[src/rtl/nand_seq_pkg.sv]
package nand_seq_pkg;

  localparam int ADDR_BYTES_MAX = 8;
  localparam int IDX_W          = $clog2(ADDR_BYTES_MAX);

  // control word bit positions
  localparam int CW_GO      = 31;
  localparam int CW_CMD1    = 30;
  localparam int CW_ADDR    = 29;
  localparam int CW_WR      = 27;
  localparam int CW_RD      = 26;
  localparam int CW_CMD2    = 25;
  localparam int CW_LATE    = 24;
  localparam int CW_DLEN    = 20;
  localparam int CW_WAIT    = 16;
  localparam int CW_CE      = 8;
  localparam int CW_ALEN    = 0;
  localparam int LEN_W      = 4;

  typedef enum logic [2:0] {
    PH_IDLE     = 3'd0,
    PH_CMD1     = 3'd1,
    PH_ADDR     = 3'd2,
    PH_CMD2PRE  = 3'd3,
    PH_DATA     = 3'd4,
    PH_CMD2POST = 3'd5,
    PH_WAIT     = 3'd6
  } phase_e;

  typedef enum logic [2:0] {
    BK_NONE, BK_CMD1, BK_CMD2, BK_ADDR, BK_WDATA, BK_RDATA
  } busKind_e;

  typedef struct packed {
    logic             load;
    logic             clrRead;
    logic             capture;
    busKind_e         kind;
    logic [IDX_W-1:0] byteIdx;
  } seqStrobe_t;

endpackage

[src/rtl/nand_seq_ctrl.sv]
module nand_seq_ctrl
  import nand_seq_pkg::*;
#(
  parameter int TIM_W  = 4,
  parameter int CE_NUM = 8,
  parameter int DATA_W = 32
) (
  input  logic              clk,
  input  logic              rstN,
  input  logic [31:0]       ctrlWord,
  input  logic              ctrlWrite,
  input  logic              doneClr,
  input  logic [TIM_W-1:0]  tLow,
  input  logic [TIM_W-1:0]  tHigh,
  input  logic              nandRdy,
  output seqStrobe_t        strb,
  output logic              cle,
  output logic              ale,
  output logic              weN,
  output logic              reN,
  output logic [CE_NUM-1:0] ceN,
  output logic              busy,
  output logic              donePulse,
  output logic              doneFlag
);

  localparam int DATA_BYTES = DATA_W / 8;

  phase_e             phase, phNext;
  logic               lowPart, lowNext;
  logic [TIM_W-1:0]   tmr, tmrNext, lowLoad, highLoad;
  logic [IDX_W-1:0]   idx, idxNext, addrLast, dataLast, curLast;
  logic [31:0]        cw;
  logic [CE_NUM-1:0]  ceMask;
  logic               startOk, finish, capture, isRead, inBus;

  // lowest enabled phase strictly after the current one
  function automatic phase_e nextPhase(input phase_e cur, input logic [31:0] w);
    logic [6:0] en;
    phase_e     res;
    en          = '0;
    en[1]       = w[CW_CMD1];
    en[2]       = w[CW_ADDR];
    en[3]       = w[CW_CMD2] & ~w[CW_LATE];
    en[4]       = w[CW_WR] | w[CW_RD];
    en[5]       = w[CW_CMD2] & w[CW_LATE];
    en[6]       = w[CW_WAIT];
    res         = PH_IDLE;
    for (int i = 6; i >= 1; i--) begin
      if (en[i] && (i > int'(cur))) res = phase_e'(3'(i));
    end
    return res;
  endfunction

  assign startOk  = ctrlWrite && ctrlWord[CW_GO] && (phase == PH_IDLE);
  assign lowLoad  = (tLow  == '0) ? '0 : tLow  - 1'b1;
  assign highLoad = (tHigh == '0) ? '0 : tHigh - 1'b1;

  assign addrLast = (cw[CW_ALEN +: LEN_W] >= LEN_W'(ADDR_BYTES_MAX - 1)) ?
                    IDX_W'(ADDR_BYTES_MAX - 1) : IDX_W'(cw[CW_ALEN +: LEN_W]);
  assign dataLast = (cw[CW_DLEN +: LEN_W] >= LEN_W'(DATA_BYTES - 1)) ?
                    IDX_W'(DATA_BYTES - 1) : IDX_W'(cw[CW_DLEN +: LEN_W]);
  assign curLast  = (phase == PH_ADDR) ? addrLast :
                    (phase == PH_DATA) ? dataLast : '0;
  assign isRead   = (phase == PH_DATA) && !cw[CW_WR];
  assign inBus    = (phase != PH_IDLE) && (phase != PH_WAIT);

  always_comb begin
    phNext  = phase;
    lowNext = lowPart;
    tmrNext = tmr;
    idxNext = idx;
    capture = 1'b0;
    if (phase == PH_IDLE) begin
      if (startOk) begin
        phNext  = nextPhase(PH_IDLE, ctrlWord);
        lowNext = 1'b1;
        tmrNext = lowLoad;
        idxNext = '0;
      end
    end else if (phase == PH_WAIT) begin
      if (nandRdy) phNext = PH_IDLE;
    end else if (tmr != '0) begin
      tmrNext = tmr - 1'b1;
    end else if (lowPart) begin
      lowNext = 1'b0;
      tmrNext = highLoad;
      capture = isRead;
    end else if (idx != curLast) begin
      idxNext = idx + 1'b1;
      lowNext = 1'b1;
      tmrNext = lowLoad;
    end else begin
      phNext  = nextPhase(phase, cw);
      idxNext = '0;
      lowNext = 1'b1;
      tmrNext = lowLoad;
    end
    finish = ((phase != PH_IDLE) || startOk) && (phNext == PH_IDLE);
  end

  always_ff @(posedge clk) begin
    if (!rstN) begin
      phase     <= PH_IDLE;
      lowPart   <= 1'b0;
      tmr       <= '0;
      idx       <= '0;
      cw        <= '0;
      ceMask    <= '0;
      donePulse <= 1'b0;
      doneFlag  <= 1'b0;
    end else begin
      phase     <= phNext;
      lowPart   <= lowNext;
      tmr       <= tmrNext;
      idx       <= idxNext;
      donePulse <= finish;
      if (startOk) begin
        cw     <= ctrlWord;
        ceMask <= ctrlWord[CW_CE +: CE_NUM];
      end
      if (finish)       doneFlag <= 1'b1;
      else if (doneClr) doneFlag <= 1'b0;
    end
  end

  assign busy = (phase != PH_IDLE);
  assign ceN  = busy ? ~ceMask : '1;
  assign cle  = (phase == PH_CMD1) || (phase == PH_CMD2PRE) || (phase == PH_CMD2POST);
  assign ale  = (phase == PH_ADDR);
  assign weN  = !(inBus && lowPart && !isRead);
  assign reN  = !(isRead && lowPart);

  always_comb begin
    strb.load    = startOk;
    strb.clrRead = startOk && ctrlWord[CW_RD] && !ctrlWord[CW_WR];
    strb.capture = capture;
    strb.byteIdx = idx;
    unique case (phase)
      PH_CMD1:                 strb.kind = BK_CMD1;
      PH_CMD2PRE, PH_CMD2POST: strb.kind = BK_CMD2;
      PH_ADDR:                 strb.kind = BK_ADDR;
      PH_DATA:                 strb.kind = isRead ? BK_RDATA : BK_WDATA;
      default:                 strb.kind = BK_NONE;
    endcase
  end

endmodule

[src/rtl/nand_seq_datapath.sv]
module nand_seq_datapath
  import nand_seq_pkg::*;
#(
  parameter int DATA_W = 32
) (
  input  logic              clk,
  input  logic              rstN,
  input  seqStrobe_t        strb,
  input  logic [7:0]        opcode1,
  input  logic [7:0]        opcode2,
  input  logic [31:0]       addrLo,
  input  logic [31:0]       addrHi,
  input  logic [DATA_W-1:0] wrData,
  input  logic [7:0]        dqIn,
  output logic [7:0]        dqOut,
  output logic              dqOe,
  output logic [DATA_W-1:0] rdData
);

  localparam int DATA_BYTES = DATA_W / 8;
  localparam int DB_W       = (DATA_BYTES > 1) ? $clog2(DATA_BYTES) : 1;

  logic [7:0]                  op1Q, op2Q;
  logic [8*ADDR_BYTES_MAX-1:0] addrQ;
  logic [DATA_W-1:0]           wrQ;
  logic [7:0]                  addrBytes [ADDR_BYTES_MAX];
  logic [7:0]                  wrBytes   [DATA_BYTES];

  always_ff @(posedge clk) begin
    if (!rstN) begin
      op1Q  <= '0;
      op2Q  <= '0;
      addrQ <= '0;
      wrQ   <= '0;
    end else if (strb.load) begin
      op1Q  <= opcode1;
      op2Q  <= opcode2;
      addrQ <= {addrHi, addrLo};
      wrQ   <= wrData;
    end
  end

  for (genvar g = 0; g < ADDR_BYTES_MAX; g++) begin : gAddr
    assign addrBytes[g] = addrQ[8*g +: 8];
  end

  for (genvar g = 0; g < DATA_BYTES; g++) begin : gByte
    assign wrBytes[g] = wrQ[8*g +: 8];
    always_ff @(posedge clk) begin
      if (!rstN || strb.clrRead)
        rdData[8*g +: 8] <= '0;
      else if (strb.capture && (strb.byteIdx == IDX_W'(g)))
        rdData[8*g +: 8] <= dqIn;
    end
  end

  always_comb begin
    unique case (strb.kind)
      BK_CMD1:  dqOut = op1Q;
      BK_CMD2:  dqOut = op2Q;
      BK_ADDR:  dqOut = addrBytes[strb.byteIdx];
      BK_WDATA: dqOut = wrBytes[strb.byteIdx[DB_W-1:0]];
      default:  dqOut = '0;
    endcase
  end

  assign dqOe = (strb.kind == BK_CMD1) || (strb.kind == BK_CMD2) ||
                (strb.kind == BK_ADDR) || (strb.kind == BK_WDATA);

endmodule

[src/rtl/nand_op_seq.sv]
module nand_op_seq
  import nand_seq_pkg::*;
#(
  parameter int TIM_W  = 4,
  parameter int CE_NUM = 8,
  parameter int DATA_W = 32
) (
  input  logic              clk,
  input  logic              rstN,
  input  logic [31:0]       ctrlWord,
  input  logic              ctrlWrite,
  input  logic              doneClr,
  input  logic [7:0]        opcode1,
  input  logic [7:0]        opcode2,
  input  logic [31:0]       addrLo,
  input  logic [31:0]       addrHi,
  input  logic [DATA_W-1:0] wrData,
  input  logic [TIM_W-1:0]  tLow,
  input  logic [TIM_W-1:0]  tHigh,
  input  logic [7:0]        nandDqIn,
  input  logic              nandRdy,
  output logic [DATA_W-1:0] rdData,
  output logic              busy,
  output logic              donePulse,
  output logic              doneFlag,
  output logic [CE_NUM-1:0] nandCeN,
  output logic              nandCle,
  output logic              nandAle,
  output logic              nandWeN,
  output logic              nandReN,
  output logic [7:0]        nandDqOut,
  output logic              nandDqOe
);

  seqStrobe_t strb;

  nand_seq_ctrl #(.TIM_W(TIM_W), .CE_NUM(CE_NUM), .DATA_W(DATA_W)) ctrl_i (
    .clk(clk), .rstN(rstN), .ctrlWord(ctrlWord), .ctrlWrite(ctrlWrite),
    .doneClr(doneClr), .tLow(tLow), .tHigh(tHigh), .nandRdy(nandRdy),
    .strb(strb), .cle(nandCle), .ale(nandAle), .weN(nandWeN), .reN(nandReN),
    .ceN(nandCeN), .busy(busy), .donePulse(donePulse), .doneFlag(doneFlag)
  );

  nand_seq_datapath #(.DATA_W(DATA_W)) dp_i (
    .clk(clk), .rstN(rstN), .strb(strb), .opcode1(opcode1), .opcode2(opcode2),
    .addrLo(addrLo), .addrHi(addrHi), .wrData(wrData), .dqIn(nandDqIn),
    .dqOut(nandDqOut), .dqOe(nandDqOe), .rdData(rdData)
  );

endmodule

[config.mk]
export PLATFORM = sky130hd
export DESIGN_NAME = nand_op_seq
export DESIGN_NICKNAME = d
export VERILOG_FILES = /design/src/rtl/nand_seq_pkg.sv /design/src/rtl/nand_seq_ctrl.sv /design/src/rtl/nand_seq_datapath.sv /design/src/rtl/nand_op_seq.sv
export SDC_FILE = /design/constraint.sdc
export NUM_CORES = 1
export LEC_CHECK = 0
export ABC_AREA = 1
export BUFFER_PORTS_ARGS = -buffer_cell sky130_fd_sc_hd__buf_2
export CORE_UTILIZATION = 58
export CTS_BUF_LIST = sky130_fd_sc_hd__clkbuf_4
export CTS_CLUSTER_DIAMETER = 120
export DETAILED_ROUTE_END_ITERATION = 10
export PLACE_DENSITY_LB_ADDON = 0.12
export SYNTH_ARGS = -nofsm -noshare
export SYNTH_HDL_FRONTEND = slang
export SYNTH_SLANG_ARGS = --single-unit
[constraint.sdc]
create_clock -name clk -period 3.52 [get_ports clk]
set_input_delay 0.352 -clock clk [delete_from_list [all_inputs] [get_ports clk]]
set_output_delay 0.352 -clock clk [all_outputs]
set_load 0.05 [all_outputs]
Word level (Yosys, flattened, before mapping):

Index checks and enable logic that the tools add are counted.
W data, S select, Z words.

* register bits after elaboration: 196
* bits in latches: 0
* bits in writable memories: 0
* bits in read-only memories: 0
* input port bits: 165
* output and inout bits: 56
* memories: 0

* add/subtract/negate cells: 4
* multiply operators: 0
* divide/modulo/power cells: 0
* order comparisons: 10
* eq/ne operators: 19
* shift operators: 0
* mux-type cells: 57
* bitwise gates (word level): 11
* reduce and logical (&&, ||, !) cells: 45

Operators with widths (count)
* $mux W3: 29
* $mux W8: 5
* $pmux W8 S4: 1
* $mux W4: 7
* $bmux W8 S3: 1
* $logic_and A1 B1 Y1: 20
* $eq A3 B2 Y1 const B: 6
* $bmux W8 S2: 1
* $eq A3 B3 Y1 const B: 4
* $mux W1: 12
* $pmux W3 S4: 1
* $sub A4 B1 Y4 const B: 3
* $eq A3 B1 Y1 const B: 3
* $gt A3 B3 Y1 const A: 3
* $logic_not A3 Y1: 3
* $logic_not A4 Y1: 2
* $not A8 Y8: 1
* $logic_or A1 B1 Y1: 7
* $gt A2 B3 Y1 const A: 2
* $logic_not A1 Y1: 6
* $ne A2 B1 Y1 const B: 3
* $and A1 B1 Y1: 4
* $ge A4 B2 Y1 const B: 1
* $ge A4 B3 Y1 const B: 1
* other kinds (18): 20

Longest topological paths before layout:

* word-level depth: 16
* mapped depth: 15
* gate-level depth less buffers: 15

Cells and area by module:

A second synthesis with hierarchy kept.

* cells, all modules: 1243
* area total of the unflattened synthesis: 8225.4 um2

Modules (own cells, without submodules)
* nand_seq_datapath: times used 1, cells each 916, area an instance 6122.1 um2, sequential area each 2882.8 um2
* nand_seq_ctrl: times used 1, cells each 327, area an instance 2103.3 um2, sequential area each 720.7 um2

Least setup slack after synthesis:

No wires, ideal clock.

* kind: register -> output
* start: register ctrl_i.phase[0]
* end: output nandDqOut[0]
* arrival: 2.192 ns
* data required time: 3.168 ns
* slack: 0.976 ns
* stages on the path, launching flop included: 8
* cells stage by stage: dfxtp_1 > buf_2 > inv_1 > nor2_1 > o21ai_1 > o22ai_1 > a31oi_1 > nand2_1

* longest elaborated chain between the ends: 6
* elaborated cells on any way between the ends: 14
* those cells by class: eq/ne: 9; mux: 3; reduce/logical: 2

Ends and longest elaborated chain
* start, declared: line nand_seq_ctrl.sv:29 `phase_e phase, phNext;`
* start signal, assigned: line nand_seq_ctrl.sv:113 `phase <= phNext;`
* $eq A3 B3 Y1: line nand_seq_ctrl.sv:65, nand_seq_ctrl.sv:139
* $logic_and A1 B1 Y1: line nand_seq_ctrl.sv:65 `assign isRead = (phase == PH_DATA) && !cw[CW_WR];`
* $mux W1: line nand_seq_ctrl.sv:143 `PH_DATA: strb.kind = isRead ? BK_RDATA : BK_WDATA;`
* $pmux W3 S4 *: line nand_seq_ctrl.sv:139 `unique case (phase)`
* $eq A3 B3 Y1, or another cell as far along: line nand_seq_datapath.sv:58 `unique case (strb.kind)`
* $pmux W8 S4 *: line nand_seq_datapath.sv:58
* end, declared: line nand_op_seq.sv:31 `output logic [7:0] nandDqOut,`

Every way passes the cells marked *; elsewhere a longest branch is shown, timed or not.

Final worst setup path:

* start: register ctrl_i.phase[1]
* end: output nandDqOut[5]

The elaborated chain is that of the path after synthesis.

==> results.cfg <==
[clock_tree]
post-cts-setup-buffers = 0
clkTransAtPathRegs_ns = 0.15
tritoncts = done
ctsRootBufferMaster = clkbuf_4
cts.htree.levels = 4
clock_path_buffers = 2
cts_sinks = 180
cts_inserted_buffers = 17
insertion_delay_ns = 0.58
cts_resized = 0
ctsHoldBuffers = 61

[worst_setup_path]
crit_path_end_kind = output port
crit_fanout = 8
cp_cell_sequence = inv_2 > nand2_1 > nor2_2 > inv_1 > nor2_1 > a31oi_1 > nand2_1 > buf_2
crit_type = register to output port
max_stage_delay_ns = 0.61
cpMostUsedCell = nand2_1
crit_required_ns = 3.17
critPathSlowestCell = nor2_1
startpoint_type = register
arrival_ns = 2.65

[die]
top_level_ports = 221
rows = 42
die_w_um = 119
chipHeight_um = 119
initial_utilization_pct = 59.7
core_mm2 = 0.0132
dieArea_mm2 = 0.0141

[run]
drv_cap = 0

[drt]
drc = 0
dr.pass1.iters = 6
vias_per_cell = 5.38
post_drt_wl_per_cell_um = 14.7
finalWirelength_um = 22500
dr_total_vias = 8219
drt_iter0_markers = 775
ant_nets = 0

[grt]
antenna_found_initial = 3
grt_usage_pct = 32.1
grt_pass1_wl_um = 35800
grt_pass1_vias = 7548
gr-total-overflow = 0
grt_max_degree = 194

[timing]
clock_skew_ns = 0.0307
setup-tns-final_ns = 0
tightestPinTransition_ns = 0.794
report.final.slew_viol_count = 0
fin_crit_ns = 3.00
whs_ns = 0.0229
finalHoldViolCount = 0
finalSetupViolCount = 0
layout_setup_ws_ns = 0.522
fmax_ghz = 0.334
slew_headroom_pct = 46.9
grt_setup_unrepaired = no
fin_crit_sh_pct = 85.2

[worst_hold_path]
hold_path.class = input port to register

[pwr]
p_comb_share_pct = 27.9
switching_share_pct = 36.0
p_leak_nw = 4.40
peakVddDrop_mv = 0.310
powerDensity_mw_per_mm2 = 487
p_clk_share_pct = 22.5
p_sw_mw = 1.73
p_int_mw = 3.07
power.share.sequential_pct = 49.7

[finish]
final_cell_area_mm2 = 0.00985
drive_above_1_share_pct = 20.8
syn2layout_area_growth_pct = 24.6
final_nets = 1507

[synthesis]
synthesis.area_mm2 = 0.00790
async_reset_ff_share_pct = 0
ys_seq_area_share_pct = 45.6
syn_area_per_cell_um2 = 7.15
synth_fp_nets = 1276
synth.area.top_cells = dfxtp_1 46%, o21ai_0 14%, nor2_1 12%
yosys_warnings = 0
synth_top_area_share_pct = 45.6
synth_most_common_cell = nor2_1
synthCells = 1105
ys.flop_type = dfxtp_1
synth-edff-count = 0
synth_cell_type_count = 36
ys_ff_latch = 180
synth_top_cell_by_area = dfxtp_1
synth_top_cells_by_count = 248 x nor2_1, 220 x o21ai_0, 180 x dfxtp_1

[placement]
placed_area_mm2 = 0.00897
io_buffers = 212
pre_cts_ws_ns = 1.23
dp.final_hpwl_um = 14300
place_congestion = 0.918

[outcome]
status = finished, final reports clean
==> cell usage in the layout, fill, tap and decap left out, types with 4 or more instances in the layout <==
cell type / n
a21oi_1: 113
a31oi_1: 10
buf_2: 211
buf_4: 7
clkbuf_4: 19
clkinv_2: 4
dfxtp_1: 179
dlygate4sd3_1: 62
ha_1: 6
inv_1: 86
inv_2: 8
nand2_1: 70
nand2_2: 4
nand3_1: 22
nand3_2: 4
nand4_1: 4
nor2_1: 248
nor2_2: 5
nor2_4: 4
o211ai_1: 17
o21ai_0: 220
o21ai_1: 4
o22ai_1: 9
==> sequential cells by signal, indices dropped and copies added (netlist names) <==
| name | cells |
|---|---|
| ctrl_i.ceMask | 7 |
| ctrl_i.cw | 16 |
| ctrl_i.doneFlag | 1 |
| ctrl_i.donePulse | 1 |
| ctrl_i.idx | 3 |
| ctrl_i.lowPart | 1 |
| ctrl_i.phase | 3 |
| ctrl_i.tmr | 4 |
| dp_i.addrQ | 64 |
| dp_i.op1Q | 8 |
| dp_i.op2Q | 8 |
| dp_i.rdData | 32 |
| dp_i.wrQ | 32 |
==> routing by layer <==
metal / vias to the layer above / part of all wire [%] / GRT usage (%) / wire [µm]
met3: 66 / 6.4 / 7.34 / 1430
met5: - / 0 / 0 / 0
met4: 0 / 4.0 / 16.9 / 903
li1: 4124 / - / - / -
met2: 326 / 47 / 51.1 / 10500
met1: 3703 / 43 / 40.3 / 9660
==> path summary, 6_finish.rpt <==
path                    from         endpoint  slack, ns  cells past startpoint
min reg2reg      dp_i.wrQ[7]      dp_i.wrQ[7]       0.46                      2
min               addrLo[16]   dp_i.addrQ[16]       0.02                      3
max reg2reg  ctrl_i.phase[1]  ctrl_i.doneFlag       1.21                     13
max          ctrl_i.phase[1]     nandDqOut[5]       0.52                      8
==> critical path: cells and delay by family (launching register included) <==
| kind | cells | cell delay (ns) |
|---|---|---|
| AO/OA/AOI/OAI | 1 | 0.20 |
| buffers and inverters | 3 | 0.47 |
| flip-flops | 1 | 0.42 |
| AND/OR/NAND/NOR | 4 | 0.96 |
==> power groups by stage <==
stage / Clock, mW / Sequential [mW] / Combinational [mW]
global route: 1.18 / 2.41 / 1.49
CTS: 1.09 / 2.38 / 1.32
global placement: 0 / 2.42 / 1.25
finish: 1.08 / 2.38 / 1.34
detailed placement: 0 / 2.43 / 1.26
floorplan: 0 / 2.41 / 0.925
==> cells by family after synthesis <==
kind of cell	count (synthesis)	share of synthesized area [%]
compound gates	385	25.7
xor+xnor	1	0.111
fa+ha+maj	6	0.950
buf+inv	164	8.09
flops	180	45.6
simple gates	369	19.5
==> per-stage QoR <==
step           instances  total power [mW]  utilization [%]
6_report            1527              4.80             74.3
5_1_grt             1527              5.08             74.3
4_1_cts             1523              4.79             74.2
3_5_place_dp        1431              3.69             67.7
3_3_place_gp        1431              3.67             67.7
2_1_floorplan       1105              3.34                -
==> layout make-up <==
type                    count  area (µm²)
diodes                      3        7.51
clock buffers              19         143
clock inverters            12         105
fillers                  1099        3400
inverters                  95         359
multi-input cells         761        3660
flip-flops and latches    180        3600
well taps                 176         220
repair buffers            281        1750
Power figures use the tool's default switching activity.
